File: config.mk
export PLATFORM = sky130hd
export DESIGN_NAME = buck_phase_ctrl
export DESIGN_NICKNAME = d
export VERILOG_FILES = /design/src/rtl/buck_phase_ctrl.sv
export SDC_FILE = /design/constraint.sdc
export NUM_CORES = 1
export LEC_CHECK = 0
export BUFFER_PORTS_ARGS = -buffer_cell sky130_fd_sc_hd__buf_2
export CAP_MARGIN = 20
export CELL_PAD_IN_SITES_DETAIL_PLACEMENT = 0
export CELL_PAD_IN_SITES_GLOBAL_PLACEMENT = 1
export CORE_MARGIN = 3
export CORE_UTILIZATION = 40
export CTS_CLUSTER_DIAMETER = 60
export DETAILED_ROUTE_END_ITERATION = 10
export GPL_ROUTABILITY_DRIVEN = 0
export HOLD_SLACK_MARGIN = 0.03
export MAX_ROUTING_LAYER = met4
export PLACE_DENSITY = 0.85
export SYNTH_ARGS = -nofsm -noshare
export SYNTH_HDL_FRONTEND = slang
export SYNTH_SLANG_ARGS = --single-unit
File: constraint.sdc
create_clock -name clk -period 2.7 [get_ports clk]
set_input_delay 0.54 -clock clk [delete_from_list [all_inputs] [get_ports clk]]
set_output_delay 0.54 -clock clk [all_outputs]
set_load 0.005 [all_outputs]
File: src/rtl/buck_phase_ctrl.sv
module buck_phase_ctrl #(
  parameter int CLK_NS      = 10,
  parameter int DT_HS_NS    = 10,
  parameter int DT_LS_NS    = 15,
  parameter int HOLDOFF_NS  = 130,
  parameter int TRI_EXIT_NS = 30,
  parameter int BLANK_NS    = 40,
  parameter int MIN_ON_NS   = 30,
  parameter int TEMP_W      = 8,
  parameter int TEMP_SET    = 160,
  parameter int TEMP_CLR    = 135
) (
  input  logic              clk,
  input  logic              rst,
  input  logic [1:0]        pwm_lvl,
  input  logic              dsbl_n,
  input  logic              zcd_en_n,
  input  logic              zero_cross,
  input  logic              supply_ok,
  input  logic [TEMP_W-1:0] temp_code,
  output logic              hs_on,
  output logic              ls_on,
  output logic              therm_warn_n
);

  function automatic int to_cyc(input int ns);
    int c;
    c = (ns + CLK_NS - 1) / CLK_NS;
    return (c < 1) ? 1 : c;
  endfunction

  localparam int DT_HS_C  = to_cyc(DT_HS_NS);
  localparam int DT_LS_C  = to_cyc(DT_LS_NS);
  localparam int HOLD_C   = to_cyc(HOLDOFF_NS);
  localparam int EXIT_C   = to_cyc(TRI_EXIT_NS);
  localparam int BLANK_C  = to_cyc(BLANK_NS);
  localparam int MINON_C  = to_cyc(MIN_ON_NS);
  localparam int M1 = (DT_HS_C > DT_LS_C) ? DT_HS_C : DT_LS_C;
  localparam int M2 = (EXIT_C > BLANK_C) ? EXIT_C : BLANK_C;
  localparam int M3 = (M1 > M2) ? M1 : M2;
  localparam int MAX_C = (M3 > MINON_C) ? M3 : MINON_C;
  localparam int CNT_W = $clog2(MAX_C + 1);
  localparam int TRI_W = $clog2(HOLD_C + 1);

  localparam logic [CNT_W-1:0] DT_HS_V = CNT_W'(DT_HS_C);
  localparam logic [CNT_W-1:0] DT_LS_V = CNT_W'(DT_LS_C);
  localparam logic [CNT_W-1:0] EXIT_V  = CNT_W'(EXIT_C);
  localparam logic [CNT_W-1:0] BLANK_V = CNT_W'(BLANK_C);
  localparam logic [CNT_W-1:0] MINON_V = CNT_W'(MINON_C);
  localparam logic [CNT_W-1:0] MAX_V   = CNT_W'(MAX_C);
  localparam logic [TRI_W-1:0] HOLD_V  = TRI_W'(HOLD_C);
  localparam logic [TRI_W-1:0] HOLD_M1 = TRI_W'(HOLD_C - 1);
  localparam logic [TEMP_W-1:0] SET_V  = TEMP_W'(TEMP_SET);
  localparam logic [TEMP_W-1:0] CLR_V  = TEMP_W'(TEMP_CLR);

  typedef enum logic [2:0] {
    S_OFF, S_EXIT, S_DT_HS, S_HS, S_DT_LS, S_LS, S_DE
  } phase_e;

  phase_e            state, nxt;
  logic [CNT_W-1:0]  cnt;
  logic [TRI_W-1:0]  tri_cnt;

  wire pwm_hi  = (pwm_lvl == 2'b01);
  wire pwm_lo  = (pwm_lvl == 2'b00);
  wire pwm_mid = pwm_lvl[1];
  wire tri_hit = pwm_mid && (tri_cnt >= HOLD_M1);
  wire stop    = !dsbl_n || !supply_ok;

  always_comb begin
    nxt = state;
    if (stop) nxt = S_OFF;
    else begin
      case (state)
        S_OFF:   if (!pwm_mid) nxt = S_EXIT;
        S_EXIT:  if (pwm_mid) nxt = S_OFF;
                 else if (cnt >= EXIT_V) nxt = pwm_hi ? S_HS : S_LS;
        S_DT_HS: if (tri_hit) nxt = S_OFF;
                 else if (cnt >= DT_HS_V) nxt = S_HS;
        S_HS:    if (tri_hit) nxt = S_OFF;
                 else if (pwm_lo && cnt >= MINON_V) nxt = S_DT_LS;
        S_DT_LS: if (tri_hit) nxt = S_OFF;
                 else if (cnt >= DT_LS_V) nxt = S_LS;
        S_LS:    if (tri_hit) nxt = S_OFF;
                 else if (pwm_hi) nxt = S_DT_HS;
                 else if (!zcd_en_n && zero_cross && cnt >= BLANK_V) nxt = S_DE;
        S_DE:    if (tri_hit) nxt = S_OFF;
                 else if (pwm_hi) nxt = S_DT_HS;
        default: nxt = S_OFF;
      endcase
    end
  end

  always_ff @(posedge clk) begin
    if (rst) begin
      state   <= S_OFF;
      cnt     <= '0;
      tri_cnt <= '0;
      hs_on   <= 1'b0;
      ls_on   <= 1'b0;
    end else begin
      state <= nxt;
      if (nxt != state)  cnt <= CNT_W'(1);
      else if (cnt < MAX_V) cnt <= cnt + 1'b1;
      if (!pwm_mid)           tri_cnt <= '0;
      else if (tri_cnt < HOLD_V) tri_cnt <= tri_cnt + 1'b1;
      hs_on <= (nxt == S_HS);
      ls_on <= (nxt == S_LS);
    end
  end

  always_ff @(posedge clk) begin
    if (rst)                     therm_warn_n <= 1'b1;
    else if (temp_code >= SET_V) therm_warn_n <= 1'b0;
    else if (temp_code < CLR_V)  therm_warn_n <= 1'b1;
  end

  AST_NO_OVERLAP: assert property (@(posedge clk) disable iff (rst)
    !(hs_on && ls_on));
  AST_HS_GAP: assert property (@(posedge clk) disable iff (rst)
    $rose(hs_on) |-> !$past(ls_on));
  AST_LS_GAP: assert property (@(posedge clk) disable iff (rst)
    $rose(ls_on) |-> !$past(hs_on));
  AST_DSBL_OFF: assert property (@(posedge clk) disable iff (rst)
    !dsbl_n |=> (!hs_on && !ls_on));
  AST_SUPPLY_OFF: assert property (@(posedge clk) disable iff (rst)
    !supply_ok |=> (!hs_on && !ls_on));
  AST_ZCD_IGNORED: assert property (@(posedge clk) disable iff (rst)
    (zcd_en_n && ls_on && pwm_lo && dsbl_n && supply_ok) |=> ls_on);
  AST_THERM_SET: assert property (@(posedge clk) disable iff (rst)
    (temp_code >= SET_V) |=> !therm_warn_n);
  AST_THERM_CLR: assert property (@(posedge clk) disable iff (rst)
    (temp_code < CLR_V) |=> therm_warn_n);

endmodule

==> flow_metrics.tcl, run 1 <==
set metrics [dict create \
    n_fill_cell 224 \
    worstReg2RegStart "cnt[2]" \
    min_from "temp_code[7]" \
    avgRoutedWirePerCell_um 13.0 \
    synthesis.nets 128 \
    regArea_um2 260 \
    hp-class "in -> reg" \
    critPathSlowestCell "dfxtp_1" \
    cts_sinks 13 \
    critPathCaptureType "flip-flop" \
    synth-seq-cells 13 \
    drc_errors 0 \
    maxCapViolations 0 \
    initial_utilization_pct 45.2 \
    grt_overflow 0 \
    track_usage_pct 16.5 \
    tightest_slew_ps 448 \
    cts_resized 0 \
    p_per_area_nw_per_um2 412 \
    grt-busiest-layer "met2" \
    nNetsFinal 147 \
    io_buffers 18 \
    tritoncts "done" \
    maxSlewViolCount 0 \
    rsz0062_at_grt "false" \
    crit_required_ps 2890 \
    num_vias 846 \
    start_kind "flip-flop" \
    slew_headroom_pct 69.9 \
    ys_types 43 \
    grt_max_degree 13 \
    path_delay_family "compound AO/OA/AOI/OAI gates" \
    antenna_found_initial 0 \
    clk_pin_slew_worst_paths_ps 90 \
    slowest_delay_ps 480 \
    ys.flop_type "dfxtp_1" \
    leakagePower_nw 0.411 \
    setup_viol 0 \
    core_um2 2080 \
    crit_start "cnt[2]" \
    chipWidth_um 54.5 \
    path_class "reg -> reg" \
    fin_setup_tns_ps 0 \
    grt_use_met2_pct 24.3 \
    whs_ps 451 \
    first_iter_violations 23 \
    cts_buffers 3 \
    area_delta_synth_final_pct 11.2 \
    num_rows 16 \
    grt_use_met1_pct 22.2 \
    final_cell_mix "buf_2, dfxtp_1, nor2_1, inv_1" \
    cts_htree_levels 1 \
    clk_latency_ps 290 \
    fin_crit_ps 2220 \
    grt_pass1_wl_mm 3.40 \
    worst-path-buf-inv 1 \
    drtPass1Iterations 4 \
    final_hold_viol_count 0 \
    multi_input_area_um2 602 \
    drt.antenna.violating_nets 0 \
    hold_buffers 0 \
    via_per_inst 5.60 \
    ios 19 \
    yosys_warnings 0 \
    clock_path_buffers 2 \
    finalClockSkew_ps 11.2 \
    die_h_um 54.5 \
    clockRootBuffer "clkbuf_4" \
    crit_fanout 8 \
    path_cells "inv_1, ha_1, a211oi_2, nor3_1, a221oi_2, o221ai_1, o31a_1" \
    final_common_cell "buf_2" \
    design.die.area_um2 2970 \
    post-cts-setup-buffers 0 \
    setup_slack_ps 485 \
    async_reset_ff_share_pct 0 \
    seq_area_frac_synth_pct 27.7 \
    synth_edf_count 0 \
    syn_area_per_cell_um2 8.88 \
    synthesis.area_um2 941 \
    run_status "finished clean" \
    grt_use_met3_pct 2.45 \
    layout-drive-gt1-share_pct 25.8 \
    peakVddDrop_v 0.000216 \
    syn_inst 106 \
    drt-total-wl_mm 1.97 \
    fin_crit_sh_pct 82.0 \
    total_power_mw 0.430 \
    diodes 0 \
    crit_arrival_ps 2400 \
    dp_hpwl_mm 1.54 \
    fmax_ghz 0.451 \
    grt_pass1_vias 741 \
    dp_slack_ps 484 \
]
## per-layer routing
layer / part of all wire (%) / up-vias
met2: 44 / 26
li1: - / 426
met1: 48 / 389
met3: 5.2 / 5
met5: 0 / -
met4: 1.9 / 0
## report_power, final
part / internal, mW / switching, mW / total, mW
clock network: 0.0574 / 0.0702 / 0.128
logic: 0.0413 / 0.0463 / 0.0876
registers: 0.200 / 0.0148 / 0.215
total: 0.299 / 0.131 / 0.430
## stage by stage
stage                     instances  utilization, %  instance area (um2)
after floorplan                 106               -                  941
after global placement          147            49.0                 1020
after detailed placement        147            49.0                 1020
after CTS                       151            50.2                 1050
after global routing            151            50.2                 1050
final                           151            50.2                 1050
## worst paths after layout
check	to	slack, ps	depth (start not counted)
worst max-delay path	cnt[0]	480	7
worst max register to register	cnt[0]	480	7
worst min-delay path	therm_warn_n	450	2
worst min register to register	tri_cnt[1]	550	2
## registers in the layout, indices dropped and copies added (netlist names)
signal        flops
cnt               3
hs_on             1
ls_on             1
state             3
therm_warn_n      1
tri_cnt           4
## synth_stat cells (2+ instances only)
| library cell | count | area [um2] |
|---|---|---|
| dfxtp_1 | 13 | 260 |
| nor2_1 | 11 | 41.3 |
| inv_1 | 9 | 33.8 |
| ha_1 | 6 | 75.1 |
| nor3_1 | 6 | 30.0 |
| nand2_1 | 5 | 18.8 |
| a21oi_1 | 4 | 20.0 |
| buf_6 | 4 | 45.0 |
| nand2b_1 | 4 | 25.0 |
| o21ai_0 | 4 | 20.0 |
| and3_1 | 3 | 18.8 |
| nand3_1 | 3 | 15.0 |
| a2bb2oi_1 | 2 | 17.5 |
| nor4_1 | 2 | 12.5 |
| xnor2_1 | 2 | 17.5 |
## cells by family after synthesis
group           after synthesis  synth area share (%)
xor+xnor                      2                  1.86
buf+inv                      13                  8.38
fa+ha+maj                     7                  9.04
simple gates                 43                  26.6
flops                        13                  27.7
compound gates               27                  25.4
mux                           1                  1.06
## cell type report
type | count | area share (%)
Inverter | 9 | 3.23
Clock buffer | 4 | 2.51
Tap cell | 27 | 3.23
Timing Repair Buffer | 18 | 8.61
Sequential cell | 13 | 24.9
Multi-Input combinational cell | 80 | 57.5
Power figures use the tool's default switching activity.
==> run 2, diff against run 1 <==
==> constraint.sdc (replaced) <==
create_clock -name clk -period 2.2 [get_ports clk]
set_input_delay 0.44 -clock clk [delete_from_list [all_inputs] [get_ports clk]]
set_output_delay 0.44 -clock clk [all_outputs]
set_load 0.005 [all_outputs]
==> flow_metrics.tcl, run 2 (synthesis results as in run 1) <==
set metrics [dict create \
    intPower_mw 0.380 \
    layout-drive-gt1-share_pct 28.9 \
    drt-total-wl_mm 2.06 \
    maxCapViolations 0 \
    comb_power_share_pct 26.3 \
    reg2regPathDepth 7 \
    final_hold_viol_count 0 \
    chipWidth_um 54.5 \
    grt_use_met2_pct 27.1 \
    grt_overflow 0 \
    clockRootBuffer "clkbuf_4" \
    p_sw_mw 0.154 \
    tightest_slew_ps 422 \
    setup_viol 0 \
    clk_pin_slew_worst_paths_ps 70 \
    dp_hpwl_mm 1.61 \
    final_cell_mix "buf_2, dfxtp_1, nor2_1, inv_1" \
    design.die.area_um2 2970 \
    path_class "reg -> reg" \
    path_cells "ha_1, ha_1, a211oi_4, nor3_1, a221oi_2, o221ai_2, o31a_1" \
    finalInstanceArea_um2 1090 \
    avgRoutedWirePerCell_um 13.3 \
    clock_path_buffers 2 \
    via_per_inst 5.47 \
    fin_crit_ps 2050 \
    setup_slack_ps 148 \
    grt_pass1_wl_mm 3.43 \
    endpoint "cnt[0]" \
    crit_required_ps 2360 \
    ios 19 \
    maxSlewViolCount 0 \
    clk_latency_ps 270 \
    p_clk_share_pct 26.2 \
    grt_use_met1_pct 19.8 \
    die_h_um 54.5 \
    start_kind "flip-flop" \
    seqPwrFrac_pct 47.5 \
    peakVddDrop_v 0.000461 \
    finalClockSkew_ps 0.877 \
    core_um2 2080 \
    antenna_found_initial 0 \
    top_register "tri_cnt" \
    worstReg2RegStart "cnt[0]" \
    fin_crit_sh_pct 93.3 \
    cts_buffers 3 \
    slowest_delay_ps 340 \
    critPathCaptureType "flip-flop" \
    grt_max_degree 13 \
    slew_headroom_pct 71.6 \
    p_per_area_nw_per_um2 490 \
    crit_start "cnt[0]" \
    grt_use_met3_pct 4.90 \
    area_delta_synth_final_pct 15.8 \
    hp-class "in -> reg" \
    p_sw_share_pct 28.8 \
    leakagePower_nw 0.436 \
    cpMostUsedCell "ha_1" \
    num_rows 16 \
    io_buffers 18 \
    n_fill_cell 219 \
    r2r_end "cnt[0]" \
    fin_setup_tns_ps 0 \
    drc_errors 0 \
    diodes 0 \
    run_status "finished clean" \
    critPathSlowestCell "a211oi_4" \
    postPlaceCellArea_um2 1050 \
    crit_fanout 5 \
    drtPass1Iterations 4 \
    drt.antenna.violating_nets 0 \
    reg_top3 "tri_cnt: 4 flops, cnt: 3 flops, state: 3 flops" \
    tritoncts "done" \
    num_vias 848 \
    cts_sinks 13 \
    first_iter_violations 9 \
    dp_slack_ps 112 \
    grt_pass1_vias 805 \
    track_usage_pct 16.6 \
    final_common_cell "buf_2" \
    nNetsFinal 151 \
    crit_arrival_ps 2210 \
    initial_utilization_pct 45.2 \
    largest_reg_flops 4 \
    grt-busiest-layer "met2" \
    r2r_slack_ps 150 \
    cts_htree_levels 1 \
    fmax_ghz 0.487 \
]
## run 2: changes by cell type in the layout (fill, tap and decap cells not counted), sizes merged
cell and change:
buf +4
## run 2: cell type report
class	instances	area (um2)	share of cell area, %
clock buffer	4	26.3	2.41
inverter	9	33.8	3.10
multi-input combinational	80	616	56.5
sequential	13	260	23.9
tap	27	33.8	3.10
timing repair buffer	22	120	11.0
## run 2: per-stage QoR
step | instances | total power, mW | hold slack (ps) | utilization [%]
after CTS | 155 | 0.535 | 363 | 51.7
after global routing | 155 | 0.573 | 371 | 52.3
after global placement | 151 | 0.386 | 497 | 50.4
final | 155 | 0.534 | 369 | 52.3
after floorplan | 106 | 0.348 | 502 | -
after detailed placement | 151 | 0.391 | 507 | 50.4
## run 2: timing repair
item                       CTS  global route
setup endpoints to repair    0             4
hold buffers                 0             0
buffers inserted             0             0
gates resized for setup      0             2
## run 2: worst min-delay path by stage
stage                     depth (start not counted)          from  slack (ps)      endpoint
final                                             2  temp_code[7]         370  therm_warn_n
after global placement                            2        cnt[2]         500        cnt[2]
after floorplan                                   2    tri_cnt[1]         500    tri_cnt[1]
after detailed placement                          2        cnt[2]         510        cnt[2]
after CTS                                         2  temp_code[7]         360  therm_warn_n
after global routing                              2  temp_code[7]         370  therm_warn_n
## run 2: routing by layer
layer | vias to the layer above | wire length [um]
li1 | 435 | -
met4 | 0 | 14
met2 | 28 | 990
met5 | - | 0
met3 | 4 | 131
met1 | 381 | 918
## run 2: worst max-delay path, delay by kind of cell (launching register included)
kind	cells	cell delay, ps
adders and majority gates	2	410
DFF	1	320
and+or+nand+nor	1	150
AOI/OAI and AO/OA	4	1080
## run 2: power groups by stage
stage          combinational, mW  clock [mW]  sequential (mW)
6_report                   0.140       0.140            0.254
3_5_place_dp               0.132           0            0.259
3_3_place_gp               0.128           0            0.258
2_1_floorplan             0.0851           0            0.263
4_1_cts                    0.133       0.149            0.254
5_1_grt                    0.159       0.159            0.255
